## config.mk

```make
export PLATFORM = sky130hd
export DESIGN_NAME = tick_timer
export DESIGN_NICKNAME = d
export VERILOG_FILES = /design/src/rtl/tmr_pkg.sv /design/src/rtl/tmr_regs.sv /design/src/rtl/tmr_count.sv /design/src/rtl/tick_timer.sv
export SDC_FILE = /design/constraint.sdc
export NUM_CORES = 1
export LEC_CHECK = 0
export BUFFER_PORTS_ARGS = -buffer_cell sky130_fd_sc_hd__buf_2
export CORE_ASPECT_RATIO = 0.8
export CORE_UTILIZATION = 35
export CTS_CLUSTER_DIAMETER = 200
export CTS_CLUSTER_SIZE = 16
export DETAILED_ROUTE_END_ITERATION = 10
export GPL_TIMING_DRIVEN = 0
export PLACE_DENSITY = 0.62
export SYNTH_ARGS = -nofsm -noshare
export SYNTH_HDL_FRONTEND = slang
export SYNTH_SLANG_ARGS = --single-unit
```

## constraint.sdc

```tcl
create_clock -name clk -period 7.74 [get_ports clk]
set_input_delay 0.774 -clock clk [delete_from_list [all_inputs] [get_ports clk]]
set_output_delay 0.774 -clock clk [all_outputs]
set_load 0.05 [all_outputs]
```

## src/rtl/tmr_pkg.sv

```systemverilog
package tmr_pkg;
    localparam int CTRL_RUN_BIT = 0;
    localparam int CTRL_NMI_BIT = 1;

    typedef struct packed {
        logic to_nmi;
        logic run;
    } tmr_ctrl_t;
endpackage

```

## src/rtl/tmr_regs.sv

```systemverilog
module tmr_regs
    import tmr_pkg::*;
#(
    parameter int BYTE_W     = 8,
    parameter int INTV_BYTES = 3,
    localparam int CNT_W     = BYTE_W * INTV_BYTES,
    localparam int ADDR_W    = $clog2(INTV_BYTES + 1)
) (
    input  logic              clk,
    input  logic              rst_n,
    input  logic              wr_en,
    input  logic [ADDR_W-1:0] addr,
    input  logic [BYTE_W-1:0] wr_data,
    output logic [BYTE_W-1:0] rd_data,
    output logic              run_o,
    output logic              to_nmi_o,
    output logic [CNT_W-1:0]  intv_o,
    output logic              start_o
);
    typedef struct packed {
        tmr_ctrl_t        ctrl;
        logic [CNT_W-1:0] intv;
    } regs_t;

    regs_t regs_d, regs_q;
    logic  start_d;

    always_comb begin
        regs_d  = regs_q;
        start_d = 1'b0;
        if (wr_en) begin
            if (addr == '0) begin
                regs_d.ctrl.run    = wr_data[CTRL_RUN_BIT];
                regs_d.ctrl.to_nmi = wr_data[CTRL_NMI_BIT];
                start_d            = wr_data[CTRL_RUN_BIT] && !regs_q.ctrl.run;
            end
            for (int k = 0; k < INTV_BYTES; k++) begin
                if (addr == ADDR_W'(k + 1))
                    regs_d.intv[k*BYTE_W +: BYTE_W] = wr_data;
            end
        end
    end

    always_comb begin
        rd_data = '0;
        if (addr == '0) begin
            rd_data[CTRL_RUN_BIT] = regs_q.ctrl.run;
            rd_data[CTRL_NMI_BIT] = regs_q.ctrl.to_nmi;
        end
        for (int k = 0; k < INTV_BYTES; k++) begin
            if (addr == ADDR_W'(k + 1))
                rd_data = regs_q.intv[k*BYTE_W +: BYTE_W];
        end
    end

    always_ff @(posedge clk or negedge rst_n) begin
        if (!rst_n) regs_q <= '0;
        else        regs_q <= regs_d;
    end

    assign run_o    = regs_q.ctrl.run;
    assign to_nmi_o = regs_q.ctrl.to_nmi;
    assign intv_o   = regs_q.intv;
    assign start_o  = start_d;


    ctrl_write_chk: assert property (@(posedge clk) disable iff (!rst_n)
        (wr_en && addr == '0) |=> (run_o == $past(wr_data[CTRL_RUN_BIT])) &&
                                  (to_nmi_o == $past(wr_data[CTRL_NMI_BIT])));

    low_byte_only_chk: assert property (@(posedge clk) disable iff (!rst_n)
        (wr_en && addr == ADDR_W'(1)) |=> (intv_o[BYTE_W-1:0] == $past(wr_data)) &&
                                          $stable(intv_o[CNT_W-1:BYTE_W]));

    start_from_idle_chk: assert property (@(posedge clk) disable iff (!rst_n)
        start_o |-> !run_o);
endmodule

```

## src/rtl/tmr_count.sv

```systemverilog
module tmr_count #(
    parameter int CNT_W = 24
) (
    input  logic             clk,
    input  logic             rst_n,
    input  logic             tick_i,
    input  logic             run_i,
    input  logic             to_nmi_i,
    input  logic             start_i,
    input  logic [CNT_W-1:0] intv_i,
    output logic             irq_o,
    output logic             nmi_o
);
    typedef struct packed {
        logic [CNT_W-1:0] cnt;
        logic             irq;
        logic             nmi;
    } cnt_state_t;

    cnt_state_t st_d, st_q;
    logic [CNT_W-1:0] inc;

    always_comb begin
        inc        = st_q.cnt + 1'b1;
        st_d       = st_q;
        st_d.irq   = 1'b0;
        st_d.nmi   = 1'b0;
        if (start_i) begin
            st_d.cnt = '0;
        end else if (run_i && tick_i) begin
            if (intv_i != '0 && inc == intv_i) begin
                st_d.cnt = '0;
                st_d.nmi = to_nmi_i;
                st_d.irq = !to_nmi_i;
            end else begin
                st_d.cnt = inc;
            end
        end
    end

    always_ff @(posedge clk or negedge rst_n) begin
        if (!rst_n) st_q <= '0;
        else        st_q <= st_d;
    end

    assign irq_o = st_q.irq;
    assign nmi_o = st_q.nmi;


    count_step_chk: assert property (@(posedge clk) disable iff (!rst_n)
        (run_i && tick_i && !start_i && intv_i != st_q.cnt + 1'b1) |=>
            (st_q.cnt == $past(st_q.cnt) + 1'b1));

    pulse_reload_chk: assert property (@(posedge clk) disable iff (!rst_n)
        (irq_o || nmi_o) |-> (st_q.cnt == '0));

    kind_irq_chk: assert property (@(posedge clk) disable iff (!rst_n)
        (run_i && tick_i && !to_nmi_i) |=> !nmi_o);

    start_clear_chk: assert property (@(posedge clk) disable iff (!rst_n)
        start_i |=> (st_q.cnt == '0) && !irq_o && !nmi_o);

    idle_no_pulse_chk: assert property (@(posedge clk) disable iff (!rst_n)
        !(run_i && tick_i) |=> !(irq_o || nmi_o));

    zero_intv_chk: assert property (@(posedge clk) disable iff (!rst_n)
        (intv_i == '0) |=> !(irq_o || nmi_o));
endmodule

```

## src/rtl/tick_timer.sv

```systemverilog
module tick_timer #(
    parameter int BYTE_W     = 8,
    parameter int INTV_BYTES = 3,
    localparam int CNT_W     = BYTE_W * INTV_BYTES,
    localparam int ADDR_W    = $clog2(INTV_BYTES + 1)
) (
    input  logic              clk,
    input  logic              rst_n,
    input  logic              tick,
    input  logic              wr_en,
    input  logic [ADDR_W-1:0] addr,
    input  logic [BYTE_W-1:0] wr_data,
    output logic [BYTE_W-1:0] rd_data,
    output logic              irq_pulse,
    output logic              nmi_pulse
);
    logic             run, to_nmi, start;
    logic [CNT_W-1:0] intv;

    tmr_regs #(.BYTE_W(BYTE_W), .INTV_BYTES(INTV_BYTES)) u_regs (
        .clk(clk), .rst_n(rst_n), .wr_en(wr_en), .addr(addr),
        .wr_data(wr_data), .rd_data(rd_data), .run_o(run),
        .to_nmi_o(to_nmi), .intv_o(intv), .start_o(start)
    );

    tmr_count #(.CNT_W(CNT_W)) u_count (
        .clk(clk), .rst_n(rst_n), .tick_i(tick), .run_i(run),
        .to_nmi_i(to_nmi), .start_i(start), .intv_i(intv),
        .irq_o(irq_pulse), .nmi_o(nmi_pulse)
    );


    single_kind_chk: assert property (@(posedge clk) disable iff (!rst_n)
        !(irq_pulse && nmi_pulse));
endmodule

```

==> results.toml <==
[setup_path]
critPathRequiredTime_ps = 7890
worstSetupStartpointType = "register"
worst-path-buf-inv = 0
cp_data_arrival_time_ps = 3220
worstPathCellList = "ha_1 > nand3_4 > nor4_2 > and3_1 > o2bb2a_1 > nand4_1 > nor3_1 > o21ai_0"
critical_path.endpoint_type = "register"
critical_path.top_delay_family = "simple AND/OR/NAND/NOR gates"
critPathKind = "register to register"
timing.critical_path.slowest_stage_cell = "nor3_1"
worstPathMaxFanout = 6
cp_slowest_stage_delay_ps = 570
critical_path_cell_count = 8
timing.reg2reg.worst_path_depth = 8

[global_route]
pin_count_of_the_biggest_net_entering_global_routing = 53
first_global_vias = 2760
grt-ovfl-total = 0
grt_pass1_wl_mm = 15.0
grt_use_total_pct = 18.5
antenna_found_initial = 0

[floorplan]
initial_core_utilization_pct = 36.4
fp.dieW_um = 115
fp.dieArea_sq_um = 10600
die_y_um = 92.2
ioPinCount = 24
floorplan.core_area_sq_um = 9770
rows = 32

[synthesis]
synth.distinct_cells = 56
number_of_enable_type_register_cells_in_the_synthesized_netlist = 0
ys_ff_latch = 52
synth.net_count = 376
syn_avg_cell_area_sq_um = 9.86
synth_async_sr_flop_share_pct = 100
yosys_warnings = 0
synth_cells = 361
synthesis.area_sq_um = 3560
synth_top_flop_cell = "dfrtp_1"
synth.yosys.seq_area_share_pct = 36.6

[power_and_ir_drop]
power_leakage_nw = 1.72
p_per_area_nw_per_um2 = 216
irDropWorstVdd_mv = 0.157
power_mw = 0.869

[hold_path]
min_delay_path_depth = 1
holdCritPathClass = "register to register"

[sta]
finalCritPeriodShare_pct = 39.6
final_clock_skew_ps = 5.99
final_hold_violation_count = 0
final-max-slew-violation-count = 0
tns_ps = 0
clock.fmax_ghz = 0.326
unrepaired_setup_endpoints_after_global_routing = "no"
worstMarginPinSlew_ps = 1150
setup_viol = 0
worst_slew_margin_rel_pct = 23.5
min_period_ps = 3060

[clock_network]
tritoncts_clock_tree = "built"
ctsResizeCount = 0
path_clk_slew_ps = 70
h_tree_lvl_count = 2
numCtsBuffers = 5
clkLatencyLatePin_ps = 290
ctsRootBufferMaster = "clkbuf_16"
cts_hold_repair.buffers = 0
post-cts-setup-buffers = 0
clock_path_buffers = 2
clock_sink_count = 52

[layout]
post_route_cells_drive_above_1_share_pct = 29.9
synthToLayoutAreaGrowth_pct = 13.2
layoutNonFillerInstCount = 527
fillCellCount = 986
layout.nets = 406
n_antenna_cell = 0

[detailed_routing]
viasPerCell = 5.49
drt.antenna.violating_nets = 0
drc = 0
drt_pre_antenna_iters = 4
wire_per_inst_um = 17.3
initialDrtViolationCount = 212
route.vias.total = 2892
wire_length_reported_by_the_detailed_router_mm = 9.09

[placement]
dp.final_hpwl_mm = 6.89
numPortBuffers = 23
gp_congestion = 0.906
placed_cells_incl_taps = 520

[flow_run]
drv_cap = 0

[run_status]
run_status = "finished, final reports clean"
## Yosys cell counts, drive strengths merged, types with 3 or more instances
cell	count	area, sq um
nand4	14	124
nor4	16	151
mux2	33	372
clkbuf	12	47.6
a31o	4	35.0
dfrtp	52	1300
xor2	20	175
inv	3	11.3
buf	14	93.8
nand2	45	169
nand3	15	92.6
a22o	6	52.6
nor3	8	51.3
o31ai	4	30.0
nor2	34	178
o21ai	4	20.0
and3	7	43.8
xnor2	32	280
or3	4	25.0
and2	3	18.8
a21oi	4	23.8
## worst paths after layout
check	endpoint	start	slack (ps)
setup / recovery	u_count.st_q[3]$_DFFE_PN0P_	u_count.st_q[3]$_DFFE_PN0P_	4680
hold / removal	u_count.irq_o$_DFF_PN0_	u_regs.to_nmi_o$_DFFE_PN0P_	510
setup reg to reg	u_count.st_q[3]$_DFFE_PN0P_	u_count.st_q[3]$_DFFE_PN0P_	4680
hold reg to reg	u_count.irq_o$_DFF_PN0_	u_regs.to_nmi_o$_DFFE_PN0P_	510
max in group asynchronous	u_count.st_q[7]$_DFFE_PN0P_	rst_n	6320
min in group asynchronous	u_count.st_q[16]$_DFFE_PN0P_	rst_n	710
## per-layer routing
metal | wire length, um | GRT usage (%)
met5 | 0 | 0
met4 | 53 | 3.35
met3 | 673 | 3.83
met2 | 3770 | 26.5
met1 | 4590 | 28.6
## registers in the layout, indices dropped and copies added (netlist names)
signal           flops
u_count.st_q        24
u_regs.intv_o       24
u_count.irq_o        1
u_count.nmi_o        1
u_regs.run_o         1
u_regs.to_nmi_o      1
## power breakdown
| part | internal [mW] | total (mW) | switching [mW] |
|---|---|---|---|
| Sequential | 0.306 | 0.358 | 0.0519 |
| Combinational | 0.101 | 0.231 | 0.130 |
| Clock | 0.183 | 0.280 | 0.0965 |
| Total | 0.590 | 0.869 | 0.279 |
## placed cells by master, fill, tap and decap left out, types with 3 or more instances in the layout
| cell type | netlist | routed |
|---|---|---|
| dfrtp_1 | 52 | 52 |
| nand2_1 | 45 | 45 |
| mux2_2 | 33 | 33 |
| buf_2 | 9 | 32 |
| xnor2_1 | 32 | 32 |
| xor2_1 | 20 | 20 |
| nor2_2 | 20 | 20 |
| nor2_1 | 14 | 14 |
| nand3_1 | 13 | 13 |
| nor4_1 | 12 | 12 |
| nand4_1 | 11 | 11 |
| clkbuf_1 | 10 | 10 |
| and3_1 | 7 | 7 |
| nor3_1 | 7 | 7 |
| a22o_1 | 6 | 6 |
| clkbuf_16 | 0 | 5 |
| o31ai_1 | 4 | 4 |
| or3_1 | 4 | 4 |
| o21ai_0 | 4 | 4 |
| and2_1 | 3 | 3 |
| nor4_4 | 3 | 3 |
| a31o_2 | 3 | 3 |
| buf_6 | 3 | 3 |
| inv_1 | 3 | 3 |
| a21oi_1 | 3 | 3 |
## final cells by class
type	instances	area [sq um]	share of cell area, %
plain buffers	26	141	3.51
clock buffers	5	125	3.10
clock inverters	2	60.1	1.49
inverters	3	11.3	0.279
multi-input cells	280	2110	52.3
flip-flops and latches	52	1300	32.3
well taps	136	170	4.22
repair buffers	23	115	2.86
## cell families (layout without fill, tap and decap cells)
kind of cell    Yosys count  count (layout)  share of synthesized area [%]
compound gates           37              37                           8.30
xor+xnor                 52              52                           12.8
fa+ha+maj                 1               1                          0.351
buf+inv                  29              59                           4.29
flops                    52              52                           36.6
mux                      36              36                           12.0
simple gates            154             154                           25.7
## through the flow
step	utilization, %	hold slack, ps	area, sq um	worst slack (ps)
floorplan	-	430	3560	5130
global placement	39.4	488	3840	4820
detailed placement	39.4	495	3840	4760
CTS	41.3	504	4030	4720
global route	41.3	535	4030	4460
finish	41.3	515	4030	4680
No activity file was read; power rests on OpenSTA's default activity.
